`src/rtl/grp_flip_pkg.sv`:
```
`timescale 1ns / 1ps
package grp_flip_pkg;
    localparam int GRP_W   = 64;
    localparam int IDX_W   = 6;
    localparam int SMP_W   = 8;
    localparam int SLICE_W = IDX_W + SMP_W;
    localparam int RND_W   = 128;
    localparam int SMP_SPAN = 1 << SMP_W;

    localparam int SH_A = 11;
    localparam int SH_B = 8;
    localparam int SH_C = 19;

    // One xorshift128 step on four 32-bit words, a in the top word
    function automatic logic [RND_W-1:0] xs_advance(input logic [RND_W-1:0] cur);
        logic [31:0] wa, wb, wc, wd, tmp, nw;
        wa  = cur[127:96];
        wb  = cur[95:64];
        wc  = cur[63:32];
        wd  = cur[31:0];
        tmp = wa ^ (wa << SH_A);
        nw  = wd ^ (wd >> SH_C) ^ tmp ^ (tmp >> SH_B);
        return {wb, wc, wd, nw};
    endfunction
endpackage

```
`src/rtl/xs128_state.sv`:
```
`timescale 1ns / 1ps
module xs128_state
    import grp_flip_pkg::*;
#(
    parameter logic [63:0] SEED = 64'h243F_6A88_85A3_08D3
) (
    input  logic             clk,
    input  logic             rst_n,
    input  logic             adv,
    output logic [RND_W-1:0] state_o
);
    localparam logic [RND_W-1:0] INIT = {SEED, SEED};

    logic [RND_W-1:0] state_q;
    logic [RND_W-1:0] state_d;

    always_comb begin
        state_d = state_q;
        if (adv) begin
            state_d = xs_advance(state_q);
        end
    end

    always_ff @(posedge clk or negedge rst_n) begin
        if (!rst_n) begin
            state_q <= INIT;
        end else begin
            state_q <= state_d;
        end
    end

    assign state_o = state_q;
endmodule

```
`src/rtl/flip_lane.sv`:
```
`timescale 1ns / 1ps
module flip_lane
    import grp_flip_pkg::*;
#(
    parameter logic [SMP_W:0] THR = '0
) (
    input  logic [SLICE_W-1:0] slice_i,
    output logic [GRP_W-1:0]   lane_o
);
    logic [IDX_W-1:0] pos;
    logic [SMP_W-1:0] smp;

    assign pos = slice_i[IDX_W-1:0];
    assign smp = slice_i[SLICE_W-1:IDX_W];

    always_comb begin
        lane_o = '0;
        if ({1'b0, smp} < THR) begin
            lane_o[pos] = 1'b1;
        end
    end
endmodule

```
`src/rtl/grp_flip_mask_gen.sv`:
```
`timescale 1ns / 1ps
module grp_flip_mask_gen
    import grp_flip_pkg::*;
#(
    parameter int          HASH_W   = 512,
    parameter int          GROUPS   = 8,
    parameter int          RATE_NUM = 1,
    parameter int          RATE_DEN = 100,
    parameter logic [63:0] SEED     = 64'h243F_6A88_85A3_08D3
) (
    input  logic              clk,
    input  logic              rst_n,
    input  logic              step_en,
    output logic [HASH_W-1:0] mask_o
);
    localparam int USED_W  = GROUPS * SLICE_W;
    localparam int THR_INT = (RATE_DEN > 0) ? (RATE_NUM * SMP_SPAN) / RATE_DEN : 0;
    localparam logic [SMP_W:0] THR = THR_INT[SMP_W:0];

    initial begin
        if (GROUPS <= 0)
            $fatal(1, "group count must be positive");
        if (HASH_W != GROUPS * GRP_W)
            $fatal(1, "hash width %0d is not %0d groups of 64", HASH_W, GROUPS);
        if (USED_W > RND_W)
            $fatal(1, "groups need %0d random bits, only 128 exist", USED_W);
        if (RATE_DEN <= 0)
            $fatal(1, "rate denominator must be positive");
        if (RATE_NUM < 0 || RATE_NUM > RATE_DEN)
            $fatal(1, "rate numerator %0d outside 0..%0d", RATE_NUM, RATE_DEN);
        if (SEED == 64'd0)
            $fatal(1, "seed must be nonzero");
    end

    logic [RND_W-1:0] rnd_state;

    xs128_state #(
        .SEED (SEED)
    ) u_state (
        .clk     (clk),
        .rst_n   (rst_n),
        .adv     (step_en),
        .state_o (rnd_state)
    );

    for (genvar g = 0; g < GROUPS; g++) begin : g_lane
        flip_lane #(
            .THR (THR)
        ) u_lane (
            .slice_i (rnd_state[g*SLICE_W +: SLICE_W]),
            .lane_o  (mask_o[g*GRP_W +: GRP_W])
        );
    end

    logic unused_rnd_hi;
    assign unused_rnd_hi = ^rnd_state[RND_W-1:USED_W];
endmodule

```
`config.mk`:
```
export PLATFORM = sky130hd
export DESIGN_NAME = grp_flip_mask_gen
export DESIGN_NICKNAME = d
export VERILOG_FILES = /design/src/rtl/grp_flip_pkg.sv /design/src/rtl/xs128_state.sv /design/src/rtl/flip_lane.sv /design/src/rtl/grp_flip_mask_gen.sv
export SDC_FILE = /design/constraint.sdc
export NUM_CORES = 1
export LEC_CHECK = 0
export BUFFER_PORTS_ARGS = -buffer_cell sky130_fd_sc_hd__buf_4
export CORE_AREA = 2 2 197 199
export DETAILED_ROUTE_END_ITERATION = 16
export DIE_AREA = 0 0 199 201
export SLEW_MARGIN = 10
export SYNTH_ARGS = -nofsm -noshare
export SYNTH_HDL_FRONTEND = slang
export SYNTH_SLANG_ARGS = --single-unit
```
`constraint.sdc`:
```
create_clock -name clk -period 1.9 [get_ports clk]
set_input_delay 0.38 -clock clk [delete_from_list [all_inputs] [get_ports clk]]
set_output_delay 0.38 -clock clk [all_outputs]
set_load 0.005 [all_outputs]
```
-- Word level (Yosys, flattened, before mapping)
Cells that the tools add are included.
- magnitude comparators: 24
- multiplexer cells: 24
- bitwise operators: 4
- reduce and logical (&&, ||, !) cells: 8
- operator list (kind ; count):
    $mux 64 ; 8
    $lt 8x2->1 const B ; 8
    $xor 32x32->32 ; 2
    $lt 6x7->1 const B ; 8
    $demux 1 s6 ; 8
    $ge 6x1->1 const B ; 8
    $xor 32x13->32 ; 1
    $xor 32x24->32 ; 1
    $logic_and 1x1->1 ; 8
    $mux 1 ; 8
- register bits after elaboration: 128
- input bits: 3
- output and inout bits: 512
- logic and storage cells: 61

-- Longest topological paths before layout
Gate-level depths: netlist of the first run.
- depth in word-level cells: 5
- gate-level depth with buffers: 5
- depth with buffers taken out: 4

-- Cells and area by module
A second synthesis of the first run with hierarchy kept.
- cells, all modules: 1242
- area, all modules: 11219.5 um^2
- modules (own cells, without submodules) (module ; instances ; cells an instance ; area an instance (um^2) ; sequential area each (um^2)):
    xs128_state ; 1 ; 362 ; 5392.7 ; 3270.6
    flip_lane at g_lane[0].u_lane ... ; 7 ; 110 ; 729.4 ; 0.0
    flip_lane at g_lane[7].u_lane ; 1 ; 110 ; 720.7 ; 0.0

-- Worst setup path before layout of the first run
Ideal clock, no wire load.
- path type: reg-to-output
- start point: register u_state.state_q[103] (netlist: u_state.state_o[103])
- end point: output port mask_o[487]
- data arrival time: 1389 ps
- data required time: 1520 ps
- path slack: 131 ps
- stages on the path, launching flop included: 5
- path buffers: 1
- cell sequence: dfstp_2 > buf_4 > nor2b_1 > nand4_1 > nor4b_1
- word-level cells in the longest chain between the ends: 5
- elaborated cells between the ends (all ways): 6
- classes of those cells: order compare (2); mux (3); reduce/logical (1)
- RTL lines (what ; RTL line ; text):
    from (decl) ; xs128_state.sv:14 ; logic [RND_W-1:0] state_q;
    from (signal assigned) ; xs128_state.sv:28 ; state_q <= state_d;
    $lt 6x7->1 (implied by the code) or $ge 6x1->1 (tied branches) ; flip_lane.sv:19 ; lane_o[pos] = 1'b1;
    $logic_and 1x1->1 (implied by the code) ; flip_lane.sv:19 ;
    $mux 1 (implied by the code) ; flip_lane.sv:19 ;
    $demux 1 s6 * ; -- ;
    $mux 64 * ; flip_lane.sv:18 ; if ({1'b0, smp} < THR) begin
    to (decl) ; grp_flip_mask_gen.sv:14 ; output logic [HASH_W-1:0] mask_o
Every way passes the cells marked *; elsewhere a longest branch is shown, timed or not.

-- Worst setup path in the final report of the first run
- start point: register u_state.state_q[67] (netlist: u_state.state_o[67])
- end point: output port mask_o[279]
- word-level cells in the longest chain between the ends: 2
- RTL lines (what ; RTL line):
    $lt 8x2->1 ; flip_lane.sv:18
    $mux 64 ; flip_lane.sv:18
No other way between the ends.

==> results of run 1 <==
==> stage by stage <==
step	instance area [sq um]	hold slack [ps]	utilization
3_3_place_gp	14100	366	0.370
5_1_grt	19100	350	0.502
4_1_cts	17300	331	0.454
6_report	19100	349	0.502
3_5_place_dp	14100	371	0.370
2_1_floorplan	8860	84.4	-
==> metal layers <==
| layer | up-vias | global-route usage | wire (microns) | part of all wire |
|---|---|---|---|---|
| met5 | - | 0 | 0 | 0 |
| met2 | 407 | 0.359 | 22500 | 0.53 |
| met1 | 5321 | 0.225 | 16500 | 0.39 |
| met4 | 0 | 0.0445 | 1060 | 0.025 |
| li1 | 5121 | - | - | - |
| met3 | 77 | 0.0281 | 2160 | 0.051 |
==> how the worst max path moves through the flow <==
stage / end / slack [ps] / from
floorplan: mask_o[487] / 130 / u_state.state_o[103]
global placement: mask_o[343] / -320 / u_state.state_o[81]
finish: mask_o[279] / -500 / u_state.state_o[67]
CTS: mask_o[322] / -480 / u_state.state_o[78]
detailed placement: mask_o[339] / -330 / u_state.state_o[81]
global route: mask_o[291] / -600 / u_state.state_o[67]
==> area by class of cell <==
| cell class | count | area [sq um] |
|---|---|---|
| tap | 518 | 648 |
| clock buffer | 19 | 453 |
| timing repair buffer | 681 | 5950 |
| multi-input combinational | 989 | 8590 |
| fill | 3396 | 19000 |
| inverter | 8 | 30.0 |
| clock inverter | 13 | 185 |
| sequential | 128 | 3280 |
==> cells by family (layout without fill, tap and decap cells) <==
family | after synthesis | count (layout) | share of synthesized area
DFF | 128 | 128 | 0.369
buffers and inverters | 48 | 721 | 0.0237
and+or+nand+nor | 801 | 801 | 0.394
xor gates and xnor gates | 92 | 92 | 0.0948
AOI/OAI and AO/OA | 5 | 5 | 0.00282
muxes | 91 | 91 | 0.116
==> repair_timing <==
item | in CTS | in global routing
buffers inserted | 53 | 3
pin swaps | 139 | 45
setup endpoints to repair | 512 | 512
gates resized for setup | 588 | 452
hold endpoints to repair | 23 | 0
hold buffers | 1 | 0
==> power by group through the flow <==
stage | logic (mW) | clock network [mW] | registers [mW]
6_report | 11.6 | 3.50 | 6.65
5_1_grt | 12.4 | 3.66 | 6.89
4_1_cts | 10.7 | 3.56 | 6.58
3_5_place_dp | 8.40 | 0 | 6.44
3_3_place_gp | 8.26 | 0 | 6.39
2_1_floorplan | 5.57 | 0 | 5.84
==> worst max-delay path: stages, from the launching register on <==
cell	delay, ps
dfrtp_1	420
nor4_4	340
buf_4	180
and2b_4	260
nand2_8	140
nor2_2	140
buf_4	120
==> placed cells by master, fill, tap and decap left out, types with 3 or more instances in the layout <==
cell type and n:
buf_4 498, nor2_4 194, nor2_1 169, buf_6 162, nor2_2 153, mux2_2 91
dfrtp_1 65, xnor2_1 60, dfstp_2 54, nand4_1 38, nand2_8 36, nand2_1 35
xor2_1 29, nand3_4 22, nand2_2 22, nor2b_2 18, nor2b_1 17, clkbuf_16 17
nand2_4 16, buf_12 16, nand3_2 15, nor3_2 11, and2_4 10, nor4_4 9
dfrtp_2 9, inv_1 8, nor3_1 6, nor4_2 5, o21ai_0 5, and2b_4 4
nor2b_4 4, and2b_2 4, bufinv_16 4, buf_8 4, nand3_1 3, and2_2 3
clkinv_4 3, clkinv_2 3
==> results.toml, run 1 <==
[power_and_ir_drop]
comb_power_share = 0.533
power_frac_seq = 0.306
p_sw_frac = 0.447
power_density_nw_per_um2 = 1140
p_leak_nw = 7.27
internal_power_mw = 12.0
power_mw = 21.8
p_clk_frac = 0.161
ir_drop_mv = 0.871
power_switching_mw = 9.72

[placement]
dp_hpwl_microns = 30000
portBuffers = 514
post-place-cells = 2268
detailedPlace.worstSlack_ps = -326
gp_congestion = 0.803

[setup_path]
worstPathMaxFanout = 8
crit_required_ps = 1520
start_kind = "flip-flop"
reg2reg_from = "u_state.state_o[105]"
worstPathArrival_ps = 2020
worstRegToRegCells = 5
r2r_end = "u_state.state_o[12]"
regToRegSetupSlack_ps = 280
endpoint_kind = "primary output"
criticalPathCategory = "reg -> out"

[clock_tree]
clk_latency_ps = 420
cts_sinks = 128
cts_buffers = 17
cts.clk_slew.worst_paths_ps = 60
clock_path_buffers = 2
clockRootBuffer = "clkbuf_16"
tritoncts = "built"
htree_levels = 4

[layout]
fin_cells = 2356
area_delta_synth_final_pct = 116
drive_above_1_share = 0.760
largest_register_ffs = 128
antenna_cells = 0
nets = 1828

[route]
dr.first_iter.drc_count = 481
wirelength_microns = 42200
final_antenna_net_count = 0
vias_per_cell = 4.64
drc = 0
drtPass1Iterations = 4
routedWlPerCell_microns = 17.9
dr_total_vias = 10926

[timing]
rsz0062_at_grt = "true"
finalHoldViolCount = 0
max_freq_ghz = 0.416
tns_ps = -182740
tightest_slew_ps = 698
drv_slew = 0
finClkSkew_ps = 6.04
worst_slack_ps = -502
slew_headroom = 0.534
period_share = 1.26
finalSetupViolCount = 512
fin_crit_ps = 2400

[logic_synthesis]
netlist_area_sq_um = 8860
yosys_warnings = 0
synth_commonest_cells = "nor2_1, nand2_1, mux2_2, dfrtp_1, xnor2_1"
synth.distinct_cells = 30
synth_area_per_cell_sq_um = 7.61
ys.flop_type = "dfrtp_1"
yosysTopAreaCellShare = 0.218
yosysMostFrequentCell = "nor2_1"
synth_nets = 1168
synth_top_cell_by_area = "nor2_1"
synth_edf_count = 0
async_flop_share = 1.00
seq_area_frac_synth = 0.369
ys_top_cells_by_area = "nor2_1, dfrtp_1, dfstp_2"
syn_inst = 1165
ys_ff_latch = 128

[global_route]
antenna_found_initial = 0
grt_pass1_wl_microns = 59500
grt_max_degree = 43
gr-usage-all-layers = 0.191
overflow = 0
grt_pass1_vias = 10391

[floorplanning]
dieWidth_microns = 199
die_h_microns = 201
initial_utilization = 0.233
rows = 72
die-area_sq_um = 40000
core-area_sq_um = 38100
io_pins = 515

[worst_hold_path]
hold_path_startpoint = "step_en"
min_path_type = "in -> reg"
min_path_cells = 3
min_to = "u_state.state_o[23]"

[status]
status = "complete, but fails checks"
violations = "setup timing"

[job]
drv_cap = 0
(Power assumes the default switching activity.)
==> run 2: changes to the inputs <==
--- a/config.mk
+++ b/config.mk
@@ -9,6 +9,8 @@
 export CORE_AREA = 2 2 197 199
 export DETAILED_ROUTE_END_ITERATION = 16
 export DIE_AREA = 0 0 199 201
+export HOLD_SLACK_MARGIN = 0.1
+export RECOVER_POWER = 100
 export SLEW_MARGIN = 10
 export SYNTH_ARGS = -nofsm -noshare
 export SYNTH_HDL_FRONTEND = slang
==> results.toml, run 2 (same netlist as run 1, synthesis figures left out) <==
[placement]
portBuffers = 514
detailedPlace.worstSlack_ps = -326
dp_hpwl_microns = 30000
gp_congestion = 0.803
place_area_sq_um = 14100

[global_route]
overflow = 0
antenna_found_initial = 1
grt.met3_usage = 0.0281
grt_max_degree = 43
gr-usage-all-layers = 0.191
grt_pass1_wl_microns = 59500
grt_pass1_vias = 10391
use_met2 = 0.359
grtUsageMet1 = 0.225
globalRoute.busiestLayer = "met2"

[route]
final_antenna_net_count = 0
drc = 0
vias_per_cell = 4.62
wirelength_microns = 42100
drtPass1Iterations = 5
dr.first_iter.drc_count = 481
dr_total_vias = 10895
routedWlPerCell_microns = 17.9

[layout]
drive_above_1_share = 0.755
area_delta_synth_final_pct = 115
layout_common_cells = "buf_4, nor2_4, nor2_1, buf_6, nor2_2"
post-route-cell-area_sq_um = 19100
fillers = 3416
largest_register_ffs = 128
nets = 1828
final_common_cell = "buf_4"

[timing]
period_share = 1.26
slew_headroom = 0.325
max_freq_ghz = 0.417
finalSetupViolCount = 512
fin_crit_ps = 2400
tightest_slew_ps = 1010
finClkSkew_ps = 5.97
worst_slack_ps = -498
drv_slew = 0
rsz0062_at_grt = "true"
finalHoldViolCount = 0

[power_and_ir_drop]
p_sw_frac = 0.447
internal_power_mw = 12.0
power_density_nw_per_um2 = 1140
p_leak_nw = 7.23
power_mw = 21.7
p_clk_frac = 0.162
power_switching_mw = 9.70
ir_drop_mv = 0.866
comb_power_share = 0.532
power_frac_seq = 0.306

[setup_path]
endpoint_kind = "primary output"
start_kind = "flip-flop"
criticalPathCategory = "reg -> out"
r2r_end = "u_state.state_o[12]"
cp_common_cell = "buf_4"
regToRegSetupSlack_ps = 210
crit_chain = "nor4_4 > buf_4 > and2b_4 > nand2_8 > nor2_2 > buf_4"
crit_required_ps = 1520
worstRegToRegCells = 5
crit_family = "simple AND/OR/NAND/NOR gates"
critPathSlowestCell = "dfrtp_1"
worstPathMaxFanout = 8
worstPathArrival_ps = 2020
slowest_delay_ps = 420
crit_buf_inv = 2
reg2reg_from = "u_state.state_o[105]"

[floorplanning]
die_h_microns = 201
rows = 72
die-area_sq_um = 40000
dieWidth_microns = 199
initial_utilization = 0.233
core-area_sq_um = 38100
io_pins = 515

[worst_hold_path]
hold_path_startpoint = "u_state.state_o[6]"
min_path_type = "reg -> reg"
min_path_cells = 1
min_to = "u_state.state_o[6]"

[clock_tree]
htree_levels = 4
clk_latency_ps = 420
cts_buffers = 17
clock_path_buffers = 2
clockRootBuffer = "clkbuf_16"
tritoncts = "built"
cts_sinks = 128
cts.clk_slew.worst_paths_ps = 60

[job]
drv_cap = 0

[status]
status = "complete, but fails checks"
violations = "setup timing"
-- run 2: cell count changes in the layout (fill, tap and decap cells not counted) --
| cell | change |
|---|---|
| buf_4 | -6 |
| buf_12 | -5 |
| clkbuf_1 | +4 |
| clkbuf_2 | +4 |
| clkbuf_4 | +3 |
| dfstp_1 | +3 |
| dfstp_2 | -3 |
| dfrtp_1 | +2 |
| dfrtp_2 | -2 |
| diode_2 | +1 |
-- run 2: power groups by stage --
stage / logic, mW / clock network [mW] / registers (mW)
3_3_place_gp: 8.26 / 0 / 6.39
5_1_grt: 12.4 / 3.66 / 6.87
4_1_cts: 10.7 / 3.56 / 6.58
6_report: 11.5 / 3.51 / 6.63
2_1_floorplan: 5.57 / 0 / 5.84
3_5_place_dp: 8.40 / 0 / 6.44
-- run 2: metrics by stage --
stage                util  hold slack (ps)  std cells  setup TNS, ps
floorplan               -             84.4       1165              0
global placement    0.370              366       2268         -50980
detailed placement  0.370              371       2268         -55970
CTS                 0.454              331       2353        -183490
global route        0.500              513       2357        -233130
finish              0.500              487       2357        -182250
-- run 2: final cells by class --
| type | instances | area, sq um | area share |
|---|---|---|---|
| clock inverters | 13 | 185 | 0.00972 |
| well taps | 518 | 648 | 0.0340 |
| multi-input cells | 989 | 8590 | 0.451 |
| diodes | 1 | 2.50 | 0.000131 |
| repair buffers | 681 | 5870 | 0.308 |
| inverters | 8 | 30.0 | 0.00158 |
| flip-flops and latches | 128 | 3280 | 0.172 |
| clock buffers | 19 | 453 | 0.0238 |
-- run 2: worst max path at each step --
stage	startpoint	to	slack (ps)	cells after the start
finish	u_state.state_o[67]	mask_o[279]	-500	6
global route	u_state.state_o[67]	mask_o[291]	-600	6
CTS	u_state.state_o[78]	mask_o[322]	-480	7
detailed placement	u_state.state_o[81]	mask_o[339]	-330	6
global placement	u_state.state_o[81]	mask_o[343]	-320	6
floorplan	u_state.state_o[103]	mask_o[487]	130	4
-- run 2: routing by layer --
metal,wire [microns],vias to the layer above
met2,22600,384
met1,16600,5313
li1,-,5123
met4,1040,0
met5,0,-
met3,1930,75
-- run 2: what timing repair did --
| action | 4_1_cts | 5_1_grt |
|---|---|---|
| cloned | 0 | 0 |
| hold buffers | 1 | 0 |
| hold endpoints to repair | 23 | 0 |
| buffers inserted | 53 | 3 |
| pin swaps | 139 | 45 |
| setup endpoints to repair | 512 | 512 |
| resized for setup | 588 | 452 |
==> run 3: changes to the inputs <==
--- a/config.mk
+++ b/config.mk
@@ -6,9 +6,9 @@
 export NUM_CORES = 1
 export LEC_CHECK = 0
 export BUFFER_PORTS_ARGS = -buffer_cell sky130_fd_sc_hd__buf_4
-export CORE_AREA = 2 2 197 199
+export CORE_AREA = 2 2 198 200
 export DETAILED_ROUTE_END_ITERATION = 16
-export DIE_AREA = 0 0 199 201
+export DIE_AREA = 0 0 200 202
 export HOLD_SLACK_MARGIN = 0.1
 export RECOVER_POWER = 100
 export SLEW_MARGIN = 10
==> results.toml, run 3 (same netlist as run 1, synthesis figures left out) <==
[placement]
detailedPlace.worstSlack_ps = -273
gp_congestion = 0.819
dp_hpwl_microns = 30100
portBuffers = 514

[clock_tree]
cts_buffers = 17
tritoncts = "built"
clk_latency_ps = 420
htree_levels = 4
cts_sinks = 128
clock_path_buffers = 2
clockRootBuffer = "clkbuf_16"
cts.clk_slew.worst_paths_ps = 60

[route]
wl_met1_microns = 17000
wl_met3_microns = 2120
route.met2.wl_microns = 23300
dr_total_vias = 10969
drtPass1Iterations = 5
routedWlPerCell_microns = 18.3
final_antenna_net_count = 0
vias_per_cell = 4.65
drc = 0
dr.first_iter.drc_count = 533
top_layer_used = "met4"
wirelength_microns = 43300

[timing]
max_freq_ghz = 0.419
slew_headroom = 0.216
finClkSkew_ps = 9.03
fin_crit_ps = 2390
worst_slack_ps = -488
period_share = 1.26
rsz0062_at_grt = "true"
finalHoldViolCount = 0
drv_slew = 0
tightest_slew_ps = 1180
finalSetupViolCount = 534
tns_ps = -186360

[floorplanning]
io_pins = 515
die-area_sq_um = 40400
die_h_microns = 202
initial_utilization = 0.232
core-area_sq_um = 38300
rows = 72
dieWidth_microns = 200

[setup_path]
critPathSlowestCell = "dfrtp_1"
endpoint_kind = "primary output"
worstPathArrival_ps = 2010
crit_required_ps = 1520
slowest_delay_ps = 410
worstPathMaxFanout = 8
criticalPathCategory = "reg -> out"
crit_family = "simple AND/OR/NAND/NOR gates"
start_kind = "flip-flop"
crit_chain = "nor4_4 > and2b_2 > buf_6 > nand2_8 > nor2_2 > buf_4"
regToRegSetupSlack_ps = 300
crit_buf_inv = 2

[layout]
fillers = 3368
layout_common_cells = "buf_4, nor2_4, nor2_1, buf_6, nor2_2"
drive_above_1_share = 0.753
area_delta_synth_final_pct = 119
antenna_cells = 0
final_common_cell = "buf_4"
nets = 1831
largest_register_ffs = 128

[global_route]
antenna_found_initial = 0
overflow = 0
gr-usage-all-layers = 0.188
grt_max_degree = 42
grt_pass1_wl_microns = 59300
grt_pass1_vias = 10357

[power_and_ir_drop]
ir_drop_mv = 0.972
p_leak_nw = 7.28
power_density_nw_per_um2 = 1130

[job]
drv_cap = 0

[status]
status = "complete, but fails checks"
violations = "setup timing"

[worst_hold_path]
min_path_type = "reg -> reg"
[run 3: cell count changes in the layout (fill, tap and decap cells not counted), moves of 4 or more]
cell,change
nand2_2,-9
nand2_8,+4
nor2_2,-43
nor2_4,+40
[run 3: stage by stage]
stage,utilization,power (mW),hold slack (ps),cells,area (sq um)
floorplan,-,11.4,84.4,1165,8860
global placement,0.367,14.6,378,2261,14000
detailed placement,0.367,14.8,385,2261,14000
CTS,0.447,20.6,400,2348,17100
global route,0.507,23.0,511,2359,19400
finish,0.507,21.9,488,2359,19400
[run 3: layer usage]
layer  up-vias  track usage
li1       5146            -
met1      5378        0.222
met2       388        0.357
met3        57       0.0247
met4         0       0.0413
met5         -            0
[run 3: repair_timing]
action / in CTS / in global routing
setup buffers: 54 / 11
hold buffers: 1 / 0
hold endpoints to repair: 15 / 0
resized for setup: 539 / 551
pin swaps: 122 / 64
setup endpoints to repair: 512 / 512
[run 3: final timing paths]
check / startpoint / to / cells after the start
max: u_state.state_o[8] / mask_o[3] / 6
min: u_state.state_o[6] / u_state.state_o[6] / 1
max reg2reg: u_state.state_o[105] / u_state.state_o[12] / 5
min reg2reg: u_state.state_o[6] / u_state.state_o[6] / 1
max in group asynchronous: rst_n / u_state.state_o[69] / 3
min in group asynchronous: rst_n / u_state.state_o[121] / 2
[run 3: area by class of cell]
class	instances	area, sq um	share of cell area
inverter	8	30.0	0.00155
multi-input combinational	989	8920	0.460
clock buffer	21	460	0.0237
clock inverter	11	139	0.00716
sequential	128	3280	0.169
tap	518	648	0.0334
timing repair buffer	684	5930	0.305
[run 3: power by group]
group	leakage, nW	internal (mW)	switching [mW]
logic	5.55	5.21	6.58
registers	1.43	4.64	2.11
clock network	0.293	2.12	1.20
total	7.28	12.0	9.89
